File: src/rtl/nvp_pkg.sv
package nvp_pkg;
  typedef enum logic [1:0] {
    NVP_OP_PROG = 2'd0,
    NVP_OP_SECT = 2'd1,
    NVP_OP_MASS = 2'd2,
    NVP_OP_RSVD = 2'd3
  } nvp_op_e;

  localparam int NVP_CODE_W = 3;

  typedef struct packed {
    logic                  open_en;
    logic [2:0]            rsvd;
    logic                  range_dis;
    logic [NVP_CODE_W-1:0] size_code;
  } nvp_prot_t;
endpackage

File: src/rtl/nvp_prot_reg.sv
module nvp_prot_reg
  import nvp_pkg::*;
(
  input  logic      clk,
  input  logic      rst_n,
  input  logic      load_valid,
  input  nvp_prot_t load_data,
  input  logic      wr_en,
  input  nvp_prot_t wr_data,
  output nvp_prot_t prot_q
);
  nvp_prot_t prot_d;
  logic      prot_en;

  always_comb begin
    prot_en = load_valid | wr_en;
    prot_d  = prot_q;
    if (load_valid) begin
      prot_d = load_data;
    end else if (wr_en) begin
      // protection bits may only move toward 0
      prot_d.open_en   = prot_q.open_en & wr_data.open_en;
      prot_d.range_dis = prot_q.range_dis & wr_data.range_dis;
      // size code follows the write only while the range is still disabled
      if (prot_q.range_dis) prot_d.size_code = wr_data.size_code;
    end
  end

  always_ff @(posedge clk or negedge rst_n) begin
    if (!rst_n)       prot_q <= '1;
    else if (prot_en) prot_q <= prot_d;
  end
endmodule

File: src/rtl/nvp_window.sv
module nvp_window
  import nvp_pkg::*;
#(
  parameter int MEM_BYTES  = 4096,
  parameter int BASE_BYTES = 64,
  localparam int SPAN_W    = $clog2(MEM_BYTES) + 1
) (
  input  logic [NVP_CODE_W-1:0] size_code,
  output logic [SPAN_W-1:0]     win_start
);
  localparam int NCODES = 1 << NVP_CODE_W;

  logic [SPAN_W-1:0] start_tab [NCODES];

  for (genvar c = 0; c < NCODES; c++) begin : g_code
    localparam int SZ = BASE_BYTES * (2 ** c);
    localparam int ST = (SZ >= MEM_BYTES) ? 0 : MEM_BYTES - SZ;
    assign start_tab[c] = SPAN_W'(ST);
  end

  assign win_start = start_tab[size_code];
endmodule

File: src/rtl/nvp_judge.sv
module nvp_judge
  import nvp_pkg::*;
#(
  parameter int ADDR_W       = 12,
  parameter int SECTOR_BYTES = 4
) (
  input  logic              cmd_valid,
  input  logic [1:0]        cmd_op,
  input  logic [ADDR_W-1:0] cmd_addr,
  input  nvp_prot_t         prot,
  input  logic [ADDR_W:0]   win_start,
  output logic              grant,
  output logic              deny
);
  localparam int SEC_W = $clog2(SECTOR_BYTES);

  logic [ADDR_W-1:0] sec_last;
  logic              hit_byte, hit_sect, allow;

  if (SEC_W > 0) begin : g_sect
    assign sec_last = {cmd_addr[ADDR_W-1:SEC_W], {SEC_W{1'b1}}};
  end else begin : g_byte
    assign sec_last = cmd_addr;
  end

  assign hit_byte = {1'b0, cmd_addr} >= win_start;
  assign hit_sect = {1'b0, sec_last} >= win_start;

  always_comb begin
    allow = 1'b0;
    case (nvp_op_e'(cmd_op))
      NVP_OP_PROG: allow = prot.open_en & (prot.range_dis | ~hit_byte);
      NVP_OP_SECT: allow = prot.open_en & (prot.range_dis | ~hit_sect);
      NVP_OP_MASS: allow = prot.open_en & prot.range_dis;
      default:     allow = 1'b0;
    endcase
  end

  assign grant = cmd_valid & allow;
  assign deny  = cmd_valid & ~allow;
endmodule

File: src/rtl/nvp_protect_ctrl.sv
module nvp_protect_ctrl
  import nvp_pkg::*;
#(
  parameter int MEM_BYTES    = 4096,
  parameter int SECTOR_BYTES = 4,
  parameter int BASE_BYTES   = 64,
  localparam int ADDR_W      = $clog2(MEM_BYTES)
) (
  input  logic              clk,
  input  logic              rst_n,
  input  logic              load_valid,
  input  logic [7:0]        load_data,
  input  logic              reg_wr,
  input  logic [7:0]        reg_wdata,
  output logic [7:0]        reg_rdata,
  input  logic              cmd_valid,
  input  logic [1:0]        cmd_op,
  input  logic [ADDR_W-1:0] cmd_addr,
  output logic              cmd_grant,
  output logic              cmd_deny,
  input  logic              viol_clr,
  output logic              viol_flag
);
  logic [1:0]      rst_pipe;
  logic            rst_sync_n;
  nvp_prot_t       prot_q;
  logic [ADDR_W:0] win_start;
  logic            viol_d, viol_en;

  // asynchronous assert, synchronous release
  always_ff @(posedge clk or negedge rst_n) begin
    if (!rst_n) rst_pipe <= 2'b00;
    else        rst_pipe <= {rst_pipe[0], 1'b1};
  end
  assign rst_sync_n = rst_pipe[1];

  nvp_prot_reg u_reg (
    .clk        (clk),
    .rst_n      (rst_sync_n),
    .load_valid (load_valid),
    .load_data  (nvp_prot_t'(load_data)),
    .wr_en      (reg_wr),
    .wr_data    (nvp_prot_t'(reg_wdata)),
    .prot_q     (prot_q)
  );

  nvp_window #(.MEM_BYTES(MEM_BYTES), .BASE_BYTES(BASE_BYTES)) u_win (
    .size_code (prot_q.size_code),
    .win_start (win_start)
  );

  nvp_judge #(.ADDR_W(ADDR_W), .SECTOR_BYTES(SECTOR_BYTES)) u_judge (
    .cmd_valid (cmd_valid),
    .cmd_op    (cmd_op),
    .cmd_addr  (cmd_addr),
    .prot      (prot_q),
    .win_start (win_start),
    .grant     (cmd_grant),
    .deny      (cmd_deny)
  );

  always_comb begin
    viol_en = cmd_deny | viol_clr;
    viol_d  = cmd_deny;
  end

  always_ff @(posedge clk or negedge rst_sync_n) begin
    if (!rst_sync_n)  viol_flag <= 1'b0;
    else if (viol_en) viol_flag <= viol_d;
  end

  assign reg_rdata = prot_q;
endmodule

File: config.mk
export PLATFORM = sky130hd
export DESIGN_NAME = nvp_protect_ctrl
export DESIGN_NICKNAME = d
export VERILOG_FILES = /design/src/rtl/nvp_pkg.sv /design/src/rtl/nvp_prot_reg.sv /design/src/rtl/nvp_window.sv /design/src/rtl/nvp_judge.sv /design/src/rtl/nvp_protect_ctrl.sv
export SDC_FILE = /design/constraint.sdc
export NUM_CORES = 1
export LEC_CHECK = 0
export CAP_MARGIN = 0
export CORE_MARGIN = 2
export CORE_UTILIZATION = 55
export CTS_BUF_LIST = sky130_fd_sc_hd__clkbuf_4 sky130_fd_sc_hd__clkbuf_8
export DETAILED_ROUTE_END_ITERATION = 6
export DONT_BUFFER_PORTS = 1
export GPL_TIMING_DRIVEN = 0
export HOLD_SLACK_MARGIN = 0.08
export PLACE_DENSITY = 0.71
export SLEW_MARGIN = 20
export SYNTH_ARGS = -nofsm -noshare
export SYNTH_HDL_FRONTEND = slang
export SYNTH_HIERARCHICAL = 1
export SYNTH_SLANG_ARGS = --single-unit
File: constraint.sdc
create_clock -name clk -period 2.45 [get_ports clk]
set_input_delay 0.49 -clock clk [delete_from_list [all_inputs] [get_ports clk]]
set_output_delay 0.49 -clock clk [all_outputs]
set_load 0.02 [all_outputs]
* After elaboration in Yosys (flattened, before gate mapping)
Memories as Yosys holds them, arrays and structs flattened. Index checks and enable logic that the tools add are counted. Widths: inputs -> output; s select.
Cells by class: $lt $le $gt $ge 3, equality and inequality tests 2, multiplexer cells 8, bitwise operators 15, reductions and logical operators 6
Operators with widths (count):
- $ge 12x13->1 | 2
- $mux 13 | 2
- $mux 4 | 2
- $and 1x1->1 | 7
- $ge 4x4->1 const B | 1
- $not 3->4 | 1
- $or 1x1->1 | 4
- $reduce_and 2->1 | 2
- $reduce_bool 2->1 | 2
- $mux 3 | 1
- $not 1->1 | 3
- $pmux 1 s3 | 1
- $reduce_and 3->1 | 1
- $eq 2x1->1 const B | 1
- $eq 2x2->1 const B | 1
- $logic_not 2->1 | 1
- $mux 1 | 2
Word-level totals: register bits 11, memory bits (read-only) 104, input bits 36, word-level logic and storage cells 41, memories 1
Memory list:
- (no name shown) | words 8, width 13, rd ports 1, clocked after memory_dff 0, write ports 0, line nvp_window.sv:21 | assign win_start = start_tab[size_code];

* Depth between registers and ports, before layout
depth after elaboration 12, depth in mapped cells 9, mapped depth without buffers 9

* Cells and area by module
The synthesis kept the hierarchy.
By module, submodules not included:
- nvp_judge | times used 1, cells each 54, area each 407.9 um2, sequential area each 0.0 um2
- nvp_prot_reg | times used 1, cells each 32, area each 385.4 um2, sequential area each 210.2 um2
- nvp_protect_ctrl | times used 1, cells each 6, area each 90.1 um2, sequential area each 75.1 um2
- nvp_window | times used 1, cells each 14, area each 87.6 um2, sequential area each 0.0 um2

* Worst setup path before layout
No wires, ideal clock.
kind register to output, start point register u_reg/prot_q[2] (netlist name), end point output cmd_grant, data arrival time 1.866 ns, path slack 0.094 ns, stages on the path, launching flop included 9, cell sequence dfstp_2 -> o21ai_1 -> inv_1 -> ha_1 -> nand4b_4 -> nor3_1 -> nor3_1 -> o2111ai_1 -> o21ai_1
Between the ends: longest elaborated chain between the ends 10, elaborated cells between the ends (all ways) 14, those cells by class 2 x order compare; 3 x mux; 8 x bitwise; 1 x memory
Ends and longest elaborated chain:
- $not 3->4 (not written as such) (*) | line nvp_window.sv:21
- $mem_v2 8x13 (*)
- $mux 13 (not written as such) (*) (2 in a row) | line nvp_window.sv:21
- via win_start[10] | line nvp_protect_ctrl.sv:27 | logic [ADDR_W:0] win_start;
- $ge 12x13->1, on equally long branches | line nvp_judge.sv:27, nvp_judge.sv:26
- $not 1->1, on equally long branches | line nvp_judge.sv:33, nvp_judge.sv:32
- $or 1x1->1, on equally long branches | line nvp_judge.sv:33, nvp_judge.sv:32
- $and 1x1->1, on equally long branches | line nvp_judge.sv:33, nvp_judge.sv:32
- $pmux 1 s3 (*) | line nvp_judge.sv:31 | case (nvp_op_e'(cmd_op))
- $and 1x1->1 (*) | line nvp_judge.sv:39 | assign grant = cmd_valid & allow;
- to (decl) | line nvp_protect_ctrl.sv:19 | output logic cmd_grant,
Mark *: on every way through the listed nets, which the timed path passes. The rest lies on a longest branch. The select of a mux whose other input is x is not followed.

* Worst setup path in the final report
start point register u_reg/prot_q[1] (netlist name), end point output cmd_deny
Between the ends: longest elaborated chain between the ends 11, elaborated cells between the ends (all ways) 15, those cells by class 2 x order compare; 3 x mux; 9 x bitwise; 1 x memory
Ends and longest elaborated chain:
- $not 3->4 (not written as such) (*) | line nvp_window.sv:21
- $mem_v2 8x13 (*)
- $mux 13 (not written as such) (*) (2 in a row) | line nvp_window.sv:21
- via win_start[6] | line nvp_protect_ctrl.sv:27
- $ge 12x13->1, on equally long branches | line nvp_judge.sv:27, nvp_judge.sv:26
- $not 1->1, on equally long branches | line nvp_judge.sv:33, nvp_judge.sv:32
- $or 1x1->1, on equally long branches | line nvp_judge.sv:33, nvp_judge.sv:32
- $and 1x1->1, on equally long branches | line nvp_judge.sv:33, nvp_judge.sv:32
- $pmux 1 s3 (*) | line nvp_judge.sv:31
- $not 1->1 (*) | line nvp_judge.sv:40 | assign deny = cmd_valid & ~allow;
- $and 1x1->1 (*) | line nvp_judge.sv:40
- to (decl) | line nvp_protect_ctrl.sv:20 | output logic cmd_deny,
Marked as above.

==> impl_metrics.tcl <==
set metrics [dict create \
    num_rows 15 \
    final_hold_viol_count 0 \
    p_per_area_nw_per_um2 468 \
    antenna_found_initial 0 \
    grt_pass1_vias 698 \
    die_w_um 46.0 \
    grt_max_degree 11 \
    start_util_pct 57.5 \
    clock-sinks 11 \
    final_max_slew_viol_count 0 \
    worst_hold_path_type "reg -> async" \
    cap_violations 0 \
    gp_congestion 0.753 \
    postRouteWirelength_um 1850 \
    async_reset_ff_share_pct 100 \
    r2r_start "u_reg/prot_q[1]" \
    clockBufferDepth 2 \
    rsz0062_at_grt "yes" \
    post-route-drc-count 0 \
    cts_made_buffers 3 \
    drive_above_1_share_pct 32.5 \
    synth.distinct_cells 32 \
    cp-startpoint "u_reg/prot_q[1]" \
    grt_usage_pct 18.4 \
    clkLatencyLatePin_ps 260 \
    syn_inst 106 \
    yosys_warnings 6 \
    start_kind "flip-flop" \
    finalNetCount 167 \
    wl_per_cell_um 13.8 \
    post-route-period-util_pct 107 \
    layout_commonest_cell "inv_1" \
    fin_ws_ps -170 \
    skew_ps 1.53 \
    synthFlopType "dfstp_2" \
    violations "negative setup slack" \
    layout_common_cells "inv_1 (19), ha_1 (10), conb_1 (8), dfstp_2 (8), buf_4 (7)" \
    hpwl_um 1480 \
    io_buffers 0 \
    grt_pass1_wl_um 2810 \
    postCtsSetupBuffers 0 \
    crit_fanout 7 \
    arrival_ps 2130 \
    ant_nets 0 \
    leakage_uw 0.000527 \
    clock-root-buffer "clkbuf_4" \
    synth_edf_count 0 \
    ys_seq_elements 11 \
    vdd_drop_max_mv 0.350 \
    vias_per_cell 5.54 \
    synthesis.area_um2 971 \
    fin_cells 134 \
    cts-htree-levels 1 \
    cts_tree "yes" \
    area_growth_pct 17.7 \
    die-area_um2 2120 \
    synth_top_area_cell "dfstp_2" \
    synth_area_leaders "dfstp_2 (22%), ha_1 (17%), dfrtp_1 (7.7%)" \
    fin_crit_ps 2620 \
    dr.pass1.iters 3 \
    setup_viol 2 \
    synth.top_cell.area_share_pct 21.6 \
    outcome "finished, violations left" \
    cp-end-kind "output port" \
    coreArea_um2 1690 \
    crit_required_ps 1960 \
    vias 742 \
    synth_area_per_cell_um2 9.16 \
    drt_iter0_drc 7 \
    clk_pin_slew_ps 60 \
    globalRoute.totalOverflow 0 \
    fmaxAchievable_mhz 382 \
    yosysSeqAreaShare_pct 29.4 \
    die_y_um 46.0 \
    io_pins 47 \
    critical_path_class "reg -> out" \
    antennaDiodeCount 0 \
    place_inst 129 \
    p_total_uw 535 \
]
[flip-flops by register name (all words and copies together) (netlist names)]
signal        cells
rst_pipe          2
u_reg/prot_q      8
viol_flag         1
[cell type report]
type                       instances  area [um2]
inverter                          19        71.3
clock buffer                       4        30.0
multi-input combinational         74         661
timing repair buffer               1        10.0
buffer                             8        63.8
fill                             134         547
tap                               17        21.3
sequential                        11         285
[metrics by stage]
| stage | utilization (%) | TNS, ps | worst slack, ps | hold slack, ps | instance area, um2 |
|---|---|---|---|---|---|
| after global routing | 67.6 | -563 | -293 | 179 | 1140 |
| after CTS | 64.2 | -457 | -246 | 151 | 1080 |
| after detailed placement | 60.1 | -87.9 | -87.9 | 148 | 1010 |
| after global placement | 60.1 | -84.8 | -83.0 | 150 | 1010 |
| after floorplan | - | 0 | 93.8 | 102 | 993 |
| final | 67.6 | -326 | -170 | 140 | 1140 |
[timing repair]
| item | in CTS | in global routing |
|---|---|---|
| gates resized for setup | 5 | 8 |
| gates cloned | 0 | 0 |
| pin swaps | 5 | 5 |
| endpoints found under the setup margin | 2 | 2 |
| hold buffers | 1 | 0 |
| endpoints found under the hold margin | 2 | 0 |
[layer usage]
layer  up-vias  wire, um  global-route usage, %
met1       339       737                   20.7
li1        376         -                      -
met3         2       130                   4.37
met4         0        14                   8.57
met5         -         0                      0
met2        25       965                   32.2
[where the power goes]
part           switching (uW)  internal [uW]
Sequential               44.7            210
Clock                    53.2           73.9
Combinational            75.0           77.9
[critical path, stage by stage, from the launching register on]
cell	delay [ps]
dfstp_2	660
nor3_2	70
inv_1	90
ha_4	210
a21oi_2	160
nor3_2	50
nor3_2	210
o211ai_1	120
o211a_1	310
[path summary, 6_finish.rpt]
check | cells past startpoint | slack, ps | endpoint
worst max-delay path | 8 | -170 | cmd_deny
worst min-delay path | 0 | 140 | viol_flag
worst max register to register | 9 | 290 | viol_flag
worst min register to register | 0 | 140 | viol_flag
max in group asynchronous | 1 | 1870 | rst_pipe[1]
min in group clk | 2 | 330 | u_reg/prot_q[7]
[synth_stat cells, types with 3 or more instances]
library cell / number
a21boi_0: 3
a21oi_1: 4
and3_1: 3
buf_4: 7
dfrtp_1: 3
dfstp_2: 8
ha_1: 13
inv_1: 19
mux2_2: 3
nand2_1: 5
nand2b_1: 3
o21ai_1: 4
o31a_1: 3
[logic make-up after synthesis]
logic type	Yosys count	synth area share, %
AOI/OAI and AO/OA	24	18.2
muxes	3	3.48
DFF	11	29.4
adders and majority gates	13	16.8
and+or+nand+nor	26	17.5
other	2	0.773
buffers and inverters	27	13.9
Note: power is estimated with default switching activity, not from simulation.
